$ cat config.mk
export PLATFORM = sky130hd
export DESIGN_NAME = spim_master
export DESIGN_NICKNAME = d
export VERILOG_FILES = /design/src/rtl/spim_pkg.sv /design/src/rtl/spim_shift.sv /design/src/rtl/spim_ctrl.sv /design/src/rtl/spim_master.sv
export SDC_FILE = /design/constraint.sdc
export NUM_CORES = 1
export LEC_CHECK = 0
export ABC_AREA = 1
export CAP_MARGIN = 0
export CORE_ASPECT_RATIO = 1.4
export CORE_MARGIN = 3
export CORE_UTILIZATION = 57
export DETAILED_ROUTE_END_ITERATION = 10
export PLACE_DENSITY = 0.92
export SLEW_MARGIN = 20
export SYNTH_ARGS = -nofsm -noshare
export SYNTH_HDL_FRONTEND = slang
export SYNTH_SLANG_ARGS = --single-unit
export TNS_END_PERCENT = 1
$ cat constraint.sdc
create_clock -name clk -period 4.66 [get_ports clk]
set_clock_uncertainty 0.05 [all_clocks]
set_input_delay 0.932 -clock clk [delete_from_list [all_inputs] [get_ports clk]]
set_output_delay 0.932 -clock clk [all_outputs]
set_load 0.1 [all_outputs]
$ cat src/rtl/spim_pkg.sv
package spim_pkg;

    typedef enum logic [2:0] {
        ST_IDLE  = 3'd0,
        ST_LEAD  = 3'd1,
        ST_SHIFT = 3'd2,
        ST_TRAIL = 3'd3,
        ST_GAP   = 3'd4
    } spim_state_t;

endpackage

$ cat src/rtl/spim_shift.sv
module spim_shift #(
    parameter int DATA_W = 16,
    parameter int LEN_W  = 5
) (
    input  logic              clk,
    input  logic              rst_n,
    input  logic              load,
    input  logic              adv,
    input  logic              cap,
    input  logic [DATA_W-1:0] cmd_data,
    input  logic [LEN_W-1:0]  cmd_bits,
    input  logic              cmd_lsb_first,
    input  logic              sin,
    output logic              sout,
    output logic [DATA_W-1:0] rx_word
);
    localparam int IDX_W = (DATA_W > 1) ? $clog2(DATA_W) : 1;

    logic [DATA_W-1:0] tx_q;
    logic [IDX_W-1:0]  idx_q;
    logic              lsb_q;
    logic [IDX_W-1:0]  first_idx;
    logic [IDX_W-1:0]  next_idx;

    // The first bit is bit 0 or bit N-1, depending on the order.
    always_comb begin
        first_idx = cmd_lsb_first ? '0 : IDX_W'(cmd_bits - 1'b1);
        next_idx  = lsb_q ? (idx_q + 1'b1) : (idx_q - 1'b1);
    end

    always_ff @(posedge clk or negedge rst_n) begin
        if (!rst_n) begin
            tx_q    <= '0;
            idx_q   <= '0;
            lsb_q   <= 1'b0;
            sout    <= 1'b0;
            rx_word <= '0;
        end else if (load) begin
            tx_q    <= cmd_data;
            idx_q   <= first_idx;
            lsb_q   <= cmd_lsb_first;
            sout    <= cmd_data[first_idx];
            rx_word <= '0;
        end else begin
            // A received bit takes the weight of the bit sent alongside it.
            if (cap) begin
                rx_word[idx_q] <= sin;
            end
            if (adv) begin
                idx_q <= next_idx;
                sout  <= tx_q[next_idx];
            end
        end
    end

    // the output line moves only on a load or an even transition.
    a_r4_sout_hold: assert property (@(posedge clk) disable iff (!rst_n)
        (!load && !adv) |=> $stable(sout));

endmodule

$ cat src/rtl/spim_ctrl.sv
module spim_ctrl
    import spim_pkg::*;
#(
    parameter int LEN_W = 5,
    parameter int CNT_W = 8
) (
    input  logic             clk,
    input  logic             rst_n,
    input  logic [CNT_W-1:0] cfg_half,
    input  logic [CNT_W-1:0] cfg_csc,
    input  logic [CNT_W-1:0] cfg_asc,
    input  logic [CNT_W-1:0] cfg_dt,
    input  logic             cmd_valid,
    input  logic [LEN_W-1:0] cmd_bits,
    input  logic             cmd_hold_cs,
    output logic             cmd_ready,
    output logic             load,
    output logic             adv,
    output logic             cap,
    output logic             cs_n,
    output logic             phase,
    output logic             xfer_done,
    output logic             rx_valid
);
    localparam int EDGE_W = LEN_W + 1;

    spim_state_t       state_q, state_d;
    logic [CNT_W-1:0]  cnt_q;
    logic [EDGE_W-1:0] edge_q;
    logic [LEN_W-1:0]  bits_q;
    logic              hold_q;

    logic              tick;
    logic              accept;
    logic              edge_now;
    logic              last_edge;
    logic              early_edge;
    logic [EDGE_W-1:0] edge_idx;
    logic [EDGE_W-1:0] edge_total;

    always_comb begin
        tick       = (cnt_q == '0);
        cmd_ready  = (state_q == ST_IDLE) ||
                     ((state_q == ST_TRAIL) && tick && hold_q);
        accept     = cmd_valid && cmd_ready;
        edge_now   = tick && ((state_q == ST_LEAD) || (state_q == ST_SHIFT));
        edge_idx   = edge_q + 1'b1;
        edge_total = {bits_q, 1'b0};
        last_edge  = edge_now && (edge_idx == edge_total);
        early_edge = edge_now && (edge_idx == (edge_total - 1'b1));
        load       = accept;
        cap        = edge_now && edge_idx[0];
        adv        = edge_now && !edge_idx[0] && !last_edge;
    end

    // Next-state decision
    always_comb begin
        state_d = state_q;
        unique case (state_q)
            ST_IDLE:  if (accept)    state_d = ST_LEAD;
            ST_LEAD:  if (tick)      state_d = ST_SHIFT;
            ST_SHIFT: if (last_edge) state_d = ST_TRAIL;
            ST_TRAIL: if (tick)      state_d = accept ? ST_LEAD : ST_GAP;
            ST_GAP:   if (tick)      state_d = ST_IDLE;
            default:                 state_d = ST_IDLE;
        endcase
    end

    // State register with its interval counter and edge count
    always_ff @(posedge clk or negedge rst_n) begin
        if (!rst_n) begin
            state_q <= ST_IDLE;
            cnt_q   <= '0;
            edge_q  <= '0;
            bits_q  <= LEN_W'(2);
            hold_q  <= 1'b0;
        end else begin
            state_q <= state_d;
            if (accept) begin
                cnt_q  <= cfg_csc - 1'b1;
                edge_q <= '0;
                bits_q <= cmd_bits;
                hold_q <= cmd_hold_cs;
            end else if (edge_now) begin
                edge_q <= edge_idx;
                cnt_q  <= last_edge ? (cfg_asc - 1'b1) : (cfg_half - 1'b1);
            end else if ((state_q == ST_TRAIL) && tick) begin
                cnt_q <= cfg_dt - 1'b1;
            end else if (!tick) begin
                cnt_q <= cnt_q - 1'b1;
            end
        end
    end

    // Registered pin-side outputs
    always_ff @(posedge clk or negedge rst_n) begin
        if (!rst_n) begin
            cs_n      <= 1'b1;
            phase     <= 1'b0;
            xfer_done <= 1'b0;
            rx_valid  <= 1'b0;
        end else begin
            xfer_done <= early_edge;
            rx_valid  <= last_edge;
            if (edge_now) begin
                phase <= ~phase;
            end
            if (accept) begin
                cs_n <= 1'b0;
            end else if ((state_q == ST_TRAIL) && tick) begin
                cs_n <= 1'b1;
            end
        end
    end

    // the serial clock moves only while select is asserted.
    a_r2_sck_needs_cs: assert property (@(posedge clk) disable iff (!rst_n)
        $changed(phase) |-> !cs_n);

    // with select released, the clock sits at its resting level.
    a_r6_idle_level: assert property (@(posedge clk) disable iff (!rst_n)
        cs_n |-> !phase);

    // completion is a single-cycle pulse.
    a_r8_done_pulse: assert property (@(posedge clk) disable iff (!rst_n)
        xfer_done |=> !xfer_done);

    // the received word is offered while select is still low.
    a_r7_rxv_in_frame: assert property (@(posedge clk) disable iff (!rst_n)
        rx_valid |-> !cs_n);

    // a release lasts beyond the clock edge that causes it.
    a_r10_gap_min: assert property (@(posedge clk) disable iff (!rst_n)
        $rose(cs_n) |=> cs_n);

    // no command is taken during the lead or shift phases.
    a_r13_busy_ready: assert property (@(posedge clk) disable iff (!rst_n)
        ((state_q == ST_LEAD) || (state_q == ST_SHIFT)) |-> !cmd_ready);

endmodule

$ cat src/rtl/spim_master.sv
module spim_master #(
    parameter int DATA_W = 16,
    parameter int LEN_W  = $clog2(DATA_W + 1),
    parameter int CNT_W  = 8
) (
    input  logic              clk,
    input  logic              rst_n,
    input  logic              cfg_cpol,
    input  logic [CNT_W-1:0]  cfg_half,
    input  logic [CNT_W-1:0]  cfg_csc,
    input  logic [CNT_W-1:0]  cfg_asc,
    input  logic [CNT_W-1:0]  cfg_dt,
    input  logic              cmd_valid,
    output logic              cmd_ready,
    input  logic [DATA_W-1:0] cmd_data,
    input  logic [LEN_W-1:0]  cmd_bits,
    input  logic              cmd_lsb_first,
    input  logic              cmd_hold_cs,
    output logic              rx_valid,
    output logic [DATA_W-1:0] rx_data,
    output logic              xfer_done,
    output logic              spi_sck,
    output logic              spi_sout,
    output logic              spi_cs_n,
    input  logic              spi_sin
);
    logic load, adv, cap, phase;

    spim_ctrl #(
        .LEN_W (LEN_W),
        .CNT_W (CNT_W)
    ) u_ctrl (
        .clk         (clk),
        .rst_n       (rst_n),
        .cfg_half    (cfg_half),
        .cfg_csc     (cfg_csc),
        .cfg_asc     (cfg_asc),
        .cfg_dt      (cfg_dt),
        .cmd_valid   (cmd_valid),
        .cmd_bits    (cmd_bits),
        .cmd_hold_cs (cmd_hold_cs),
        .cmd_ready   (cmd_ready),
        .load        (load),
        .adv         (adv),
        .cap         (cap),
        .cs_n        (spi_cs_n),
        .phase       (phase),
        .xfer_done   (xfer_done),
        .rx_valid    (rx_valid)
    );

    spim_shift #(
        .DATA_W (DATA_W),
        .LEN_W  (LEN_W)
    ) u_shift (
        .clk           (clk),
        .rst_n         (rst_n),
        .load          (load),
        .adv           (adv),
        .cap           (cap),
        .cmd_data      (cmd_data),
        .cmd_bits      (cmd_bits),
        .cmd_lsb_first (cmd_lsb_first),
        .sin           (spi_sin),
        .sout          (spi_sout),
        .rx_word       (rx_data)
    );

    assign spi_sck = cfg_cpol ^ phase;

endmodule

======== Word-level counts from Yosys, hierarchy flattened ========
Cells that the tools add are included.
cells by class
  bitwise logic cells ..................... 2
  reduce and logical (&&, ||, !) cells .... 21
  eq/ne operators ......................... 12
  multiplexer cells ....................... 31
  add/subtract/negate cells ............... 10
  magnitude comparators ................... 4
operator list
  cell                 count
  $mux 8               5
  $sub 8x1->8 const B  5
  $mux 16              2
  $mux 3               6
  $bwmux 16            1
  $mux 4               4
  $lt 4x5->1 const B   3
  $pmux 3 s5           1
  $eq 6x6->1           2
  $mux 6               2
  $logic_and 1x1->1    10
  $ne 2x1->1 const B   5
  $bmux 1 s4           2
  $logic_not 8->1      1
  $reduce_bool 2->1    4
  $sub 4x1->4 const B  2
  $mux 1               7
  $add 6x1->6 const B  1
  $eq 3x2->1 const B   2
  $sub 6x1->6 const B  1
  $reduce_and 5->1     1
  $add 4x1->4 const B  1
  $demux 1 s4          1
  $ge 4x1->1 const B   1
  8 further kinds      10
word-level totals
  flip-flop bits (word level) ............. 65
  word-level logic and storage cells ...... 94

======== Longest topological paths before layout ========
Gate-level depths: netlist (run 1).
  depth after elaboration ................. 8
  mapped depth ............................ 20
  depth with buffers taken out ............ 20

======== Modules after synthesis ========
A second synthesis (run 1) with hierarchy kept.
unflattened totals
  cells, all modules ...................... 639
  area, all modules ....................... 4464.3 µm²
by module, submodules not included
  module       area an instance (µm²)  cells an instance  times used
  spim_shift   2249.7                  333                1
  spim_ctrl    2195.9                  301                1
  spim_master  18.8                    5                  1

======== Least setup slack after synthesis (run 1) ========
OpenSTA, ideal clock, no wires.
  kind .................................... input-to-output
  from .................................... in cfg_cpol
  to ...................................... out spi_sck
  stages .................................. 1
  data required time ...................... 3.678 ns
  setup slack ............................. 1.330 ns
  arrival time ............................ 2.348 ns
  path through ............................ xor2_1
between the ends
  cells in the longest elaborated chain, start to end .. 1
ends and longest elaborated chain
  item                line               text
  start: declaration  spim_master.sv:8   input logic cfg_cpol,
  $xor 1x1->1         spim_master.sv:69  assign spi_sck = cfg_cpol ^ phase;
  end: declaration    spim_master.sv:22  output logic spi_sck,
No other way between the ends.

======== Worst setup path in the final report (run 1) ========
  from .................................... reg u_ctrl.cnt_q[5]
  to ...................................... out cmd_ready
between the ends
  cells in the longest elaborated chain, start to end .. 4
ends and longest elaborated chain
  item                             line               text
  start: declaration               spim_ctrl.sv:28    logic [CNT_W-1:0] cnt_q;
  start signal: assignment         spim_ctrl.sv:80    cnt_q <= cfg_csc - 1'b1;
  start signal: assignment         spim_ctrl.sv:86    cnt_q <= last_edge ? (cfg_asc - 1'b1) : (cfg_half - 1'b1);
  start signal: assignment         spim_ctrl.sv:88    cnt_q <= cfg_dt - 1'b1;
  $logic_not 8->1                  spim_ctrl.sv:42    tick = (cnt_q == '0);
  $logic_and 1x1->1 (2 in series)  spim_ctrl.sv:44    ((state_q == ST_TRAIL) && tick && hold_q);
  $logic_or 1x1->1                 spim_ctrl.sv:43    cmd_ready = (state_q == ST_IDLE) ||
  end: declaration                 spim_master.sv:14  output logic cmd_ready,
No other way between the ends.

==> impl_metrics.ini, run 1 <==
[synth]
netlist.area_leader.share = 0.374
ys_warn_count = 0
yosysSeqAreaShare = 0.387
synth-seq-cells = 65
synthesis.instances = 571
yosys-top-cells-area = dfrtp_1, nand2_1, inv_1
ys_types = 48
synth.avg_cell_area_um2 = 7.38
synth_area_um2 = 4210
synth_area_leader_cell = dfrtp_1
syn-num-nets = 638

[global_route]
antenna_found_initial = 0
track_usage = 0.290
grt_max_degree = 64
grt-ovfl-total = 0
first_global_vias = 4176
grt_pass1_wl_mm = 19.3

[drt]
drt-total-wl_mm = 11.4
first_pass_iters = 7
detail-route-antenna-nets = 0
first_iter_violations = 313
drc = 0
viasPerCell = 5.58
vias = 4165
post_drt_wl_per_cell_um = 15.3

[sta]
setup_viol = 0
post-route-min-period_ns = 3.60
fmax_mhz = 278
report.final.slew_viol_count = 0
min_period_over_period = 0.773
hold_violations = 0
setup_slack_ns = 1.06
setup-tns-final_ns = 0
worstMarginPinSlew_ns = 0.995
grt_setup_unrepaired = no
maxSlewHeadroom = 0.335

[critical_path]
worst_setup_path_start_kind = flip-flop
critPathRequiredTime_ns = 3.68
critPathCaptureType = primary output
worstSetupPathType = reg -> out
ff2ff_path_depth = 17
cp_max_fo = 6
critPathArrivalTime_ns = 2.62

[die]
io_pins = 82
dieArea_um2 = 8470
num_rows = 36
core_um2 = 7070
fp.dieW_um = 78.7
fp.dieH_um = 108
initial_utilization = 0.596

[clocking]
clock_path_buffers = 2
clk_latency_ns = 0.36
numCtsBuffers = 9
cts_root_buffer = clkbuf_8
post-cts-setup-buffers = 0
cts.htree.levels = 3
cts_tree = done
cts_sinks = 65
cts_resized = 0
clkTransAtPathRegs_ns = 0.08
postCtsHoldBufs = 0

[power_and_ir_drop]
leakagePower_uw = 0.00252
p_per_area_nw_per_um2 = 642
ir_worst_vdd_mv = 0.501

[hold_path]
worstHoldPathCells = 2
hold_class = reg -> reg

[final_layout]
final_util = 0.742
area_growth_pct = 24.6
fin_area_um2 = 5250
diodes = 0
nets = 713
final_layout_size_suffix_gt1_frac = 0.120

[status]
status = finished clean

[place]
gp_congestion = 0.959
post-place-ws_ns = 1.02
portBuffers = 81
placed_area_um2 = 5050
hpwlAfterDp_mm = 8.25

[run]
maxCapViolations = 0
routing by layer:
layer / part of all wire / track usage / up-vias / wire length, µm
met5: 0 / 0 / - / 0
met4: 0.041 / 0.158 / 0 / 468
met3: 0.067 / 0.0494 / 43 / 768
met2: 0.52 / 0.515 / 197 / 5890
met1: 0.38 / 0.325 / 1912 / 4310
li1: - / - / 2013 / -
where the power goes:
group,internal [µW],switching [µW]
registers,783,174
clock network,247,233
logic,594,1340
cells in the mapped netlist, drive strengths merged:
cell type / n
clkinv: 2
o31ai: 1
a31oi: 2
o21ai: 69
nor2: 51
a22oi: 2
xor2: 4
a32oi: 1
a211o: 1
nor3: 20
nor4: 2
a31o: 1
dfrtp: 63
o32ai: 1
clkbuf: 11
or2: 3
nand2: 129
xnor2: 3
fa: 1
nand3: 42
inv: 88
buf: 7
nand4: 6
o211ai: 5
a21boi: 1
ha: 6
o221ai: 1
a21oi: 42
dfstp: 2
nand3b: 4
sequential cells by signal (all words and copies together), names as in the netlist:
| name | cells |
|---|---|
| u_shift.rx_word | 16 |
| u_shift.tx_q | 16 |
| u_ctrl.cnt_q | 8 |
| u_ctrl.edge_q | 6 |
| u_ctrl.bits_q | 5 |
| u_shift.idx_q | 4 |
| u_ctrl.state_q | 3 |
| u_ctrl.cs_n | 1 |
| u_ctrl.hold_q | 1 |
| u_ctrl.phase | 1 |
| u_ctrl.rx_valid | 1 |
| u_ctrl.xfer_done | 1 |
| u_shift.lsb_q | 1 |
| u_shift.sout | 1 |
logic make-up (layout without fill, tap and decap cells):
group,Yosys count,in the layout,synth area share
AND/OR/NAND/NOR,257,257,0.306
AO/OA/AOI/OAI,127,127,0.168
buffers and inverters,108,188,0.102
flip-flops,65,65,0.387
adder cells (fa/ha/maj),7,7,0.0226
XOR/XNOR,7,7,0.0146
cells in the final DEF, fill, tap and decap left out, types with 2 or more instances in the layout:
master,count
nand3_1,36
o211ai_1,4
inv_1,79
dfrtp_1,63
or2_2,2
clkdlybuf4s50_1,79
nor3_1,10
nor2_2,8
clkinv_4,2
xor2_1,4
a22oi_1,2
nor3_2,10
nor2_1,39
nand3_2,5
nand2_1,118
xnor2_1,3
o21ai_0,59
o21ai_1,7
clkbuf_8,9
nand2_4,6
buf_4,2
dfstp_2,2
o21ai_2,2
a21oi_1,42
clkinv_2,3
nand2_2,5
a31oi_1,2
ha_1,6
nor4_1,2
nand4_1,6
nor2_4,3
inv_2,9
nand3b_1,4
worst paths after layout:
path / start / to / slack [ns]
hold reg to reg: u_shift.tx_q[4] / u_shift.tx_q[4] / 0.44
setup / recovery: u_ctrl.cnt_q[5] / cmd_ready / 1.06
hold / removal: u_shift.tx_q[4] / u_shift.tx_q[4] / 0.44
min in group asynchronous: rst_n / u_ctrl.phase / 0.62
setup reg to reg: u_ctrl.cnt_q[5] / u_ctrl.cnt_q[4] / 1.43
max in group asynchronous: rst_n / u_ctrl.cs_n / 3.01
worst max-delay path, stage by stage, from the launching register on:
cell and delay [ns]:
dfrtp_1 0.41, nor2_1 0.11, nand2_1 0.13, nor2_8 0.19, nand2_4 0.10, o21ai_4 0.17
clkdlybuf4s50_1 1.16
layout make-up:
class                   instances  area [µm²]
flip-flops and latches         65        1630
multi-input cells             398        2150
inverters                      90         343
well taps                      95         119
repair buffers                 82         811
clock inverters                 7        70.1
clock buffers                   9         124
fillers                       527        1820
per-stage QoR:
step	std cells	total power, µW	hold slack (ns)
2_1_floorplan	571	2390	0.398
3_3_place_gp	730	2760	0.412
3_5_place_dp	730	2840	0.416
4_1_cts	746	3340	0.437
5_1_grt	746	3610	0.452
6_report	746	3370	0.438
Note: power is estimated with default switching activity, not from simulation.
==> run 2: changes to the inputs <==
Settings changed: CORE_UTILIZATION 57 to 48, PLACE_DENSITY 0.92 to 0.83.
Clock period 4.66 ns to 3.3 ns, I/O delays scaled along.
==> run 2 against run 1 <==
Against the previous run:
- combinational power rose by 38%
- core utilization down 11 points
- flip-flop and latch count did not move
- cell count rose by 1.6%
- sequential share of layout area shrank 0.39 points
- largest power group unchanged
==> impl_metrics.ini, run 2 (synthesis results as in run 1) <==
[power_and_ir_drop]
netSwitchingPower_uw = 2420
combinationalPowerShare = 0.549
power.share.sequential = 0.279
clockPowerShare = 0.173
intPower_uw = 2460
ir_worst_vdd_mv = 0.745
p_per_area_nw_per_um2 = 917
leakagePower_uw = 0.00262
swShare = 0.496

[place]
placed_area_um2 = 5050
portBuffers = 81
hpwlAfterDp_mm = 8.38
gp_congestion = 0.861

[sta]
report.final.slew_viol_count = 0
setup_viol = 0
post-route-min-period_ns = 2.84
worstMarginPinSlew_ns = 0.857
maxSlewHeadroom = 0.428
min_period_over_period = 0.859
grt_setup_unrepaired = no
fmax_mhz = 353
setup-tns-final_ns = 0
hold_violations = 0

[clocking]
postCtsHoldBufs = 0
post-cts-setup-buffers = 0
numCtsBuffers = 9
cts_tree = done
clkTransAtPathRegs_ns = 0.05
cts.htree.levels = 3
cts_root_buffer = clkbuf_16
clock_path_buffers = 2
cts_resized = 0
clk_latency_ns = 0.33
cts_sinks = 65

[final_layout]
diodes = 0
layout_commonest_cell = nand2_1
nets = 719
final_layout_size_suffix_gt1_frac = 0.152
largestRegisters = u_shift.rx_word x16, u_shift.tx_q x16, u_ctrl.cnt_q x8
fin_area_um2 = 5310
area_growth_pct = 26.1
mostFrequentLayoutCells = nand2_1, inv_1, dfrtp_1, o21ai_0, clkdlybuf4s50_1

[critical_path]
worstSetupPathType = reg -> reg
rr_startpoint = u_ctrl.edge_q[0]
r2r_slack_ns = 0.46
critPathArrivalTime_ns = 3.05
critPathCaptureType = flip-flop
worst_setup_path_start_kind = flip-flop
cp_max_fo = 11
ff2ff_path_depth = 18
critPathRequiredTime_ns = 3.51
r2r-end = u_ctrl.cnt_q[6]

[status]
status = finished clean

[drt]
post_drt_wl_per_cell_um = 14.8
viasPerCell = 5.46
first_iter_violations = 337
vias = 4141
first_pass_iters = 5
drc = 0
detail-route-antenna-nets = 0
drt-total-wl_mm = 11.2

[die]
num_rows = 39
fp.dieH_um = 117
initial_utilization = 0.505
dieArea_um2 = 9950
io_pins = 82
fp.dieW_um = 85.2
core_um2 = 8340

[global_route]
first_global_vias = 4086
grt_max_degree = 38
antenna_found_initial = 0
grt_pass1_wl_mm = 18.4
track_usage = 0.233
grt-ovfl-total = 0

[hold_path]
hold_class = in -> async

[run]
maxCapViolations = 0
-- run 2: changes by cell type in the layout (fill, tap and decap cells not counted), sizes merged --
| cell | previous run | this run |
|---|---|---|
| buf | 3 | 30 |
| bufinv | 1 | 0 |
| clkbuf | 9 | 14 |
| clkdlybuf4s50 | 79 | 58 |
| clkinv | 6 | 3 |
| clkinvlp | 1 | 0 |
| inv | 89 | 88 |
-- run 2: critical path, stage by stage, from the launching register on --
cell	delay [ns]
dfrtp_1	0.55
ha_1	0.30
nand3_1	0.12
nand2_1	0.12
nand2_1	0.08
nand2_1	0.06
nand2_1	0.09
nor2_2	0.16
nand3_4	0.13
o211ai_2	0.18
nand2_2	0.09
inv_2	0.09
ha_1	0.19
nand3_2	0.10
nor2_2	0.13
nand2_1	0.08
o21ai_1	0.12
nand2_1	0.07
nor2_1	0.08
-- run 2: layout make-up --
cell class / instances / area [µm²]
clock buffer: 14 / 254
inverter: 90 / 343
sequential: 65 / 1630
timing repair buffer: 88 / 803
multi-input combinational: 398 / 2150
clock inverter: 1 / 5.00
tap: 102 / 128
fill: 699 / 3030
-- run 2: stage by stage --
step	hold slack (ns)	instances	util	setup slack (ns)	total power (µW)
after global placement	0.411	743	0.606	0.457	3900
final	0.290	758	0.637	0.464	4870
after global routing	0.328	758	0.637	0.166	5250
after detailed placement	0.416	743	0.606	0.285	4010
after floorplan	0.314	571	-	0.497	3370
after CTS	0.304	758	0.637	0.471	4890
-- run 2: metal layers --
metal	global-route usage	up-vias	routed length, µm
li1	-	2027	-
met5	0	-	0
met2	0.409	175	5720
met4	0.145	0	409
met3	0.0420	32	757
met1	0.260	1907	4300
-- run 2: worst max path at each step --
| stage | startpoint | endpoint | slack [ns] |
|---|---|---|---|
| after global routing | u_ctrl.edge_q[0] | u_ctrl.cnt_q[6] | 0.17 |
| after CTS | u_ctrl.edge_q[0] | u_ctrl.cnt_q[6] | 0.47 |
| after detailed placement | cmd_bits[0] | u_shift.sout | 0.29 |
| final | u_ctrl.edge_q[0] | u_ctrl.cnt_q[6] | 0.46 |
| after global placement | cmd_bits[0] | u_shift.sout | 0.46 |
| after floorplan | u_ctrl.cnt_q[2] | u_ctrl.cnt_q[4] | 0.50 |
-- run 2: power by group through the flow --
stage / clock network [µW] / logic (µW) / registers, µW
final: 841 / 2670 / 1360
after global routing: 891 / 2970 / 1390
after CTS: 859 / 2680 / 1350
after detailed placement: 0 / 2660 / 1360
after global placement: 0 / 2560 / 1340
after floorplan: 0 / 1630 / 1740
==> run 3: changes to the inputs <==
Settings changed: REMOVE_ABC_BUFFERS set to 1.
==> run 3 against run 2 <==
Against the previous run:
- critical path depth decreased by 1
- register-to-register slack improved by 0.09 ns
- highest routed layer unchanged
- die area unchanged
- hold slack improved by 0.0015 ns
- via count about the same
- cell count unchanged
- non-clock buffer count unchanged
- largest cell class unchanged
==> impl_metrics.ini, run 3 (synthesis results as in run 1) <==
[status]
status = finished clean

[clocking]
clkTransAtPathRegs_ns = 0.06
cts_resized = 0
cts_sinks = 65
cts_root_buffer = clkbuf_16
post-cts-setup-buffers = 0
clk_latency_ns = 0.33
clock_path_buffers = 2
postCtsHoldBufs = 0
numCtsBuffers = 9
cts.htree.levels = 3
cts_tree = done

[place]
placed_area_um2 = 5050
gp_congestion = 0.952
hpwlAfterDp_mm = 8.38
portBuffers = 81

[sta]
worstMarginPinSlew_ns = 0.843
min_period_over_period = 0.832
setup_viol = 0
fmax_mhz = 364
hold_violations = 0
grt_setup_unrepaired = no
post-route-min-period_ns = 2.75
maxSlewHeadroom = 0.438
report.final.slew_viol_count = 0

[final_layout]
final_layout_size_suffix_gt1_frac = 0.155
fin_area_um2 = 5350
layout_commonest_cell = nand2_1
fillers = 690
area_growth_pct = 27.1
nets = 719
mostFrequentLayoutCells = nand2_1, inv_1, dfrtp_1, o21ai_0, clkdlybuf4s50_1
diodes = 0
largestRegisters = u_shift.rx_word x16, u_shift.tx_q x16, u_ctrl.cnt_q x8
final_util = 0.641

[drt]
drc = 0
drt-total-wl_mm = 11.3
viasPerCell = 5.47
post_drt_wl_per_cell_um = 14.9
vias = 4143
detail-route-antenna-nets = 0
first_pass_iters = 5
first_iter_violations = 340

[critical_path]
worstSetupPathType = reg -> reg
ff2ff_path_depth = 17
critPathCaptureType = flip-flop
rr_startpoint = u_ctrl.cnt_q[2]
critPathRequiredTime_ns = 3.51
worstSetupStartpoint = u_ctrl.cnt_q[2]
cp_max_fo = 21
worst_setup_path_start_kind = flip-flop
critPathArrivalTime_ns = 2.95

[power_and_ir_drop]
ir_worst_vdd_mv = 0.829
p_per_area_nw_per_um2 = 935
leakagePower_uw = 0.00263

[die]
io_pins = 82
fp.dieW_um = 85.2
dieArea_um2 = 9950
core_um2 = 8340
num_rows = 39
fp.dieH_um = 117
initial_utilization = 0.505

[global_route]
track_usage = 0.239
grt_max_degree = 44
first_global_vias = 4104
grt-ovfl-total = 0
antenna_found_initial = 0
grt_pass1_wl_mm = 18.9

[run]
maxCapViolations = 0

[hold_path]
hold_class = in -> async
-- run 3: layer usage --
| layer | GRT usage | share of wire | wire (µm) | up-vias |
|---|---|---|---|---|
| met5 | 0 | 0 | 0 | - |
| met3 | 0.0483 | 0.070 | 797 | 34 |
| met4 | 0.118 | 0.036 | 413 | 0 |
| met1 | 0.278 | 0.39 | 4420 | 1902 |
| li1 | - | - | - | 2020 |
| met2 | 0.421 | 0.50 | 5690 | 187 |
-- run 3: layout make-up --
class	instances	area [µm²]	area share
Multi-Input combinational cell	398	2150	0.402
Sequential cell	65	1630	0.304
Timing Repair Buffer	88	803	0.150
Inverter	90	343	0.0640
Clock buffer	13	260	0.0486
Tap cell	102	128	0.0238
Clock inverter	2	37.5	0.00701
-- run 3: final timing paths --
check                                   end  slack (ns)
max                         u_ctrl.cnt_q[4]        0.55
min                        u_ctrl.edge_q[4]        0.29
max reg2reg                 u_ctrl.cnt_q[4]        0.55
min reg2reg                 u_shift.tx_q[1]        0.43
max in group asynchronous       u_ctrl.cs_n        2.51
min in group clk            u_shift.tx_q[1]        0.43
-- run 3: worst max-delay path: stages, from the launching register on --
cell and delay [ns]:
dfrtp_1 0.39, nor2_2 0.13, nand2_2 0.11, nor2_8 0.18, nand2_4 0.10, o21ai_4 0.16, nand2_4 0.19, inv_2 0.28
nand2_1 0.12, o21ai_2 0.08, inv_2 0.04, nand2_2 0.07, inv_2 0.05, ha_1 0.21, nand3_2 0.10, nor2_2 0.05
or2_1 0.21, a21oi_1 0.13
-- run 3: stage by stage --
stage | cells | setup TNS [ns] | total power (µW) | setup WS, ns | hold slack [ns]
2_1_floorplan | 553 | -0.00336 | 3340 | -0.00336 | 0.314
3_3_place_gp | 743 | 0 | 3930 | 0.486 | 0.412
3_5_place_dp | 743 | 0 | 4010 | 0.411 | 0.422
4_1_cts | 758 | 0 | 5010 | 0.560 | 0.302
5_1_grt | 758 | 0 | 5380 | 0.300 | 0.324
6_report | 758 | 0 | 5000 | 0.554 | 0.292
-- run 3: where the power goes --
group          total (µW)  switching (µW)  internal (µW)
clock                 953             332            622
sequential           1340             233           1110
combinational        2710            1880            828
